`src/rtl/aps_pkg.sv`:
```
package aps_pkg;
  localparam int SLOT_COUNT   = 5;
  localparam int TARGET_COUNT = SLOT_COUNT + 1;
  localparam int CARRIER_IDX  = SLOT_COUNT;

  typedef logic [SLOT_COUNT-1:0]   slot_vec_t;
  typedef logic [TARGET_COUNT-1:0] target_vec_t;
endpackage

```
`src/rtl/aps_oneshot.sv`:
```
module aps_oneshot #(
  parameter int WIDTH = 4,
  parameter bit HOLD  = 1'b0
) (
  input  logic clk,
  input  logic rst,
  input  logic trig,
  output logic pulse_o
);
  localparam int CW = $clog2(WIDTH + 1);

  logic [CW-1:0] remain;

  always_ff @(posedge clk) begin
    if (rst) begin
      remain  <= '0;
      pulse_o <= HOLD;
    end else if (trig) begin
      remain  <= CW'(WIDTH - 1);
      pulse_o <= 1'b1;
    end else if (remain != '0) begin
      remain  <= remain - 1'b1;
      pulse_o <= 1'b1;
    end else begin
      pulse_o <= 1'b0;
    end
  end
endmodule

```
`src/rtl/aps_led_bank.sv`:
```
module aps_led_bank
  import aps_pkg::*;
#(
  parameter int LED_CYCLES = 4
) (
  input  logic        clk,
  input  logic        rst,
  input  target_vec_t sel,
  output target_vec_t led
);
  for (genvar t = 0; t < TARGET_COUNT; t++) begin : g_led
    aps_oneshot #(.WIDTH(LED_CYCLES), .HOLD(1'b0)) u_shot (
      .clk     (clk),
      .rst     (rst),
      .trig    (sel[t]),
      .pulse_o (led[t])
    );
  end
endmodule

```
`src/rtl/aps_reset_bank.sv`:
```
module aps_reset_bank
  import aps_pkg::*;
#(
  parameter int RST_CYCLES = 16
) (
  input  logic      clk,
  input  logic      rst,
  input  logic      wr_en,
  input  slot_vec_t wr_data,
  output slot_vec_t mod_rst
);
  slot_vec_t fire;

  always_comb fire = wr_data & {SLOT_COUNT{wr_en}};

  for (genvar s = 0; s < SLOT_COUNT; s++) begin : g_slot
    aps_oneshot #(.WIDTH(RST_CYCLES), .HOLD(1'b1)) u_shot (
      .clk     (clk),
      .rst     (rst),
      .trig    (fire[s]),
      .pulse_o (mod_rst[s])
    );
  end
endmodule

```
`src/rtl/access_led_reset_ctrl.sv`:
```
module access_led_reset_ctrl
  import aps_pkg::*;
#(
  parameter int LED_CYCLES = 400_000,
  parameter int RST_CYCLES = 1_600_000
) (
  input  logic       clk,
  input  logic       sys_rst,
  input  logic [5:0] sel_i,
  input  logic       rst_wr_en,
  input  logic [4:0] rst_wr_data,
  output logic [5:0] led_o,
  output logic [4:0] mod_rst_o,
  output logic [4:0] rst_status_o
);
  target_vec_t led_w;
  slot_vec_t   rst_w;

  aps_led_bank #(.LED_CYCLES(LED_CYCLES)) u_leds (
    .clk (clk),
    .rst (sys_rst),
    .sel (sel_i),
    .led (led_w)
  );

  aps_reset_bank #(.RST_CYCLES(RST_CYCLES)) u_resets (
    .clk     (clk),
    .rst     (sys_rst),
    .wr_en   (rst_wr_en),
    .wr_data (rst_wr_data),
    .mod_rst (rst_w)
  );

  assign led_o        = led_w;
  assign mod_rst_o    = rst_w;
  assign rst_status_o = rst_w;
endmodule

```
`config.mk`:
```
export PLATFORM = sky130hd
export DESIGN_NAME = access_led_reset_ctrl
export DESIGN_NICKNAME = d
export VERILOG_FILES = /design/src/rtl/aps_pkg.sv /design/src/rtl/aps_oneshot.sv /design/src/rtl/aps_led_bank.sv /design/src/rtl/aps_reset_bank.sv /design/src/rtl/access_led_reset_ctrl.sv
export SDC_FILE = /design/constraint.sdc
export NUM_CORES = 1
export LEC_CHECK = 0
export ABC_AREA = 1
export ABC_CLOCK_PERIOD_IN_PS = 1850
export BUFFER_PORTS_ARGS = -buffer_cell sky130_fd_sc_hd__buf_2
export CORE_ASPECT_RATIO = 0.6
export CORE_MARGIN = 1.5
export CORE_UTILIZATION = 39
export CTS_CLUSTER_DIAMETER = 80
export DETAILED_ROUTE_END_ITERATION = 6
export HOLD_SLACK_MARGIN = 0.06
export PLACE_DENSITY = 0.51
export SYNTH_ARGS = -nofsm -noshare
export SYNTH_HDL_FRONTEND = slang
export SYNTH_SLANG_ARGS = --single-unit
```
`constraint.sdc`:
```
create_clock -name clk -period 1.85 [get_ports clk]
set_clock_uncertainty 0.1 [all_clocks]
set_input_delay 0.185 -clock clk [delete_from_list [all_inputs] [get_ports clk]]
set_output_delay 0.185 -clock clk [all_outputs]
set_load 0.01 [all_outputs]
```
==> metrics.md <==
| Metric | Value |
|---|---|
| Flop-to-flop setup slack | around 0.15 ns |
| Crit-path max FO | 9 |
| Top cells by area, synth | dfxtp_1 35%, nand2_1 14%, nor2_1 11% |
| Top_reg_cell synth | dfxtp_1 |
| Core area | 32800 um2 |
| WP data arrival | ~2 ns |
| Global-route wire length before repair | 55120 um |
| Vias in the first global route | ~11000 |
| CTS tree | built |
| Worst r2r dst | u_resets.g_slot[4].u_shot.remain[6] |
| Hold_sp | rst_wr_data[3] |
| Internal Power | ~9.8 mW |
| Slew headroom | around 65% |
| Proportion of power drawn by combinational gates | 20.9% |
| Clock root buffer | clkbuf_16 |
| R2R cell count | 8 |
| Peak supply drop | between 0.5 and 0.6 mV |
| Die Y | 145.1 um |
| Post-synth top cells | 476 x nand2_1, 374 x nor2_1, 230 x dfxtp_1, 221 x inv_1, 212 x nand3_1 |
| Clock Tree Buf Depth | 3 |
| Mapped Area | 13130 um2 |
| DRC viols | 0 |
| Pwr dens | 951.6 nW/um2 |
| Die Area | between 30000 and 40000 um2 |
| Fin area | 14830 um2 |
| Warnings, synthesis | 0 |
| Total track usage | a little under a fifth |
| Initial core utilization | roughly two fifths |
| Final net count | between 2000 and 2500 |
| Mean Syn Cell Area | about 6.5 um2 |
| Buffers on Ports | 29 |
| Inserted Clock Buffers | 25 |
| Area of placed instances | between 10000 and 15000 um2 |
| Utilization after layout | 45.22% |
| Endpoints failing hold | 0 |
| Min cycle time layout | about 1.7 ns |
| Hold Path Class | in2reg |
| Pre-antenna DRT Iters | 5 |
| Post-CTS setup buffer count | 0 |
| Largest net degree at the start of global routing | 42 |
| Clk_lat worst skew | 0.52 ns |
| F_max | about 590 MHz |
| Synth area leader | dfxtp_1 |
| Unrepaired setup endpoints after global routing | false |
| Share of cells above drive strength 1 | between 10% and 20% |
| Setup crit start kind | flop |
| GPL Wtd Cong | ~0.86 |
| Clk pwr share | between 30% and 40% |
| Die X-Extent | ~240 um |
| Setup Total Neg Slack | 0 ns |
| Reg clk slew, reported paths | 0.06 ns |
| Share of Yosys cell area claimed by the top area cell type | a little over a third |
| Switching Fraction | a little under a third |
| #FFs+latches synth | between 200 and 250 |
| Psw | ~4.3 mW |
| CP Class | reg2reg |
| Outcome | completed |
| Mapped Cells | about 2000 |
| DR iter-0 viols | ~900 |
| Final setup fails | 0 |
| I/O pin count | 30 |
| FF-to-FF Start | u_resets.g_slot[4].u_shot.remain[0] |
| Sequential element share of the synthesized area | approximately a third |
| Slew at the pin closest to its max-slew limit | between 0.5 and 0.6 ns |
| Syn Nets | between 2000 and 2500 |
| Final ANT Viol Nets | 0 |
| Total leakage power | slightly below 7 nW |
| Ant. Diodes | 0 |
| Area Overhead vs Synth | 12.98% |
| DR WL/cell | ~13 um |
| Sink Count | 230 |
| Most common cell in the netlist | nand2_1 |
| GRT overflow | 0 |
| Detailed-route via count | approximately 12000 |
| Final Power | around 14 mW |
| Final Cycle Share | 91.92% |
| Max-Cap Viols | 0 |
| Sequential power share | between 40% and 50% |
| Initial antenna violation count | 0 |
| DP HPWL | about 24000 um |
| Critical Path End Type | flop |
| Worst EP required | 2.14 ns |
| Ys async rst share | 0% |
| # rows | 51 |
| EDFF count, synth | 0 |
| Final Max Slew Viols | 0 |
| CTS H-tree lvls | 1 |
| Hold WS | ~0.055 ns |
| Hold Path Sink | u_resets.g_slot[3].u_shot.remain[20] |
| Vias per Instance | around 4.8 |
| WHS Path Cells | 5 |
| Detailed Route WL | 32390 um |
| Synth unique cells | 37 |
-- worst max-delay path, cell delays in order, from the launching register on --
cell and delay, ns:
dfxtp_1 0.33, inv_1 0.16, ha_1 0.20, nand2_1 0.07, nor2_1 0.20, nand3_4 0.18, buf_4 0.20, nand3_1 0.07
a21oi_1 0.06
-- layout make-up --
type | instances | area (um2)
fillers | 3461 | 17970
multi-input cells | 1512 | 7396
flip-flops and latches | 230 | 4604
inverters | 225 | 844.6
clock buffers | 33 | 705.7
well taps | 450 | 563.0
repair buffers | 73 | 530.5
clock inverters | 12 | 187.7
-- what timing repair did --
action / CTS / global route
hold buffers: 11 / 0
endpoints found under the hold margin: 57 / 0
resized for setup: 0 / 10
setup endpoints to repair: 0 / 23
-- sequential cells by signal, indices dropped and copies added (netlist names) --
name and flops:
u_leds.g_led.u_shot.remain 114, u_resets.g_slot.u_shot.remain 105, u_leds.g_led.u_shot.pulse_o 6, u_resets.g_slot.u_shot.pulse_o 5
-- routing by layer --
layer  global-route usage, %  up-vias  part of all wire [%]
met5                       0        -                     0
met2                   24.54      179                    36
met1                   32.14     5394                    59
li1                        -     6493                     -
met3                   2.416       27                   3.7
met4                   2.799        0                   1.3
-- power groups by stage --
stage	Clock (mW)	Sequential, mW	Combinational (mW)
2_1_floorplan	0	5.68	2.32
3_3_place_gp	0	5.78	2.87
3_5_place_dp	0	5.78	2.89
4_1_cts	5.65	5.67	2.92
5_1_grt	5.85	5.73	3.40
6_report	5.49	5.68	2.95
-- worst max path at each step --
stage / from / endpoint / cells after the start
2_1_floorplan: u_leds.g_led[3].u_shot.remain[0] / u_leds.g_led[3].u_shot.remain[4] / 7
3_3_place_gp: u_leds.g_led[2].u_shot.remain[0] / u_leds.g_led[2].u_shot.remain[18] / 9
3_5_place_dp: u_resets.g_slot[4].u_shot.remain[0] / u_resets.g_slot[4].u_shot.remain[14] / 8
4_1_cts: u_resets.g_slot[4].u_shot.remain[0] / u_resets.g_slot[4].u_shot.remain[6] / 8
5_1_grt: u_leds.g_led[2].u_shot.remain[0] / u_leds.g_led[2].u_shot.remain[14] / 8
6_report: u_resets.g_slot[4].u_shot.remain[0] / u_resets.g_slot[4].u_shot.remain[6] / 8
-- cells by family (layout without fill, tap and decap cells) --
family	after synthesis	count (layout)	share of synthesized area, %
xor gates and xnor gates	60	60	4.003
and+or+nand+nor	1253	1253	43.01
DFF	230	230	35.07
adders and majority gates	21	21	2.002
buffers and inverters	281	343	8.931
AOI/OAI and AO/OA	178	178	6.977
-- through the flow --
step	setup slack, ns	std cells
after floorplan	0.2749	2023
after global placement	0.1852	2479
after detailed placement	0.1543	2479
after CTS	0.1367	2535
after global routing	0.006820	2535
final	0.1495	2535
-- layout by cell type (no fill, tap or decap), types with 9 or more instances in the layout --
master,synthesis,layout
dlygate4sd3_1,0,11
xnor2_1,25,25
ha_1,21,19
dfxtp_1,230,230
clkbuf_16,0,25
o21ai_0,25,25
inv_1,221,220
nand4_1,31,31
xor2_1,35,35
nand3b_1,11,11
a21oi_1,135,135
nand3_1,212,212
nand3_2,11,9
nor2_1,374,373
buf_4,20,32
or2_2,42,42
nand2_1,476,475
nor2_4,14,14
nor3_1,19,18
buf_2,10,28
nor2_2,37,38
Note: power is estimated with default switching activity, not from simulation.
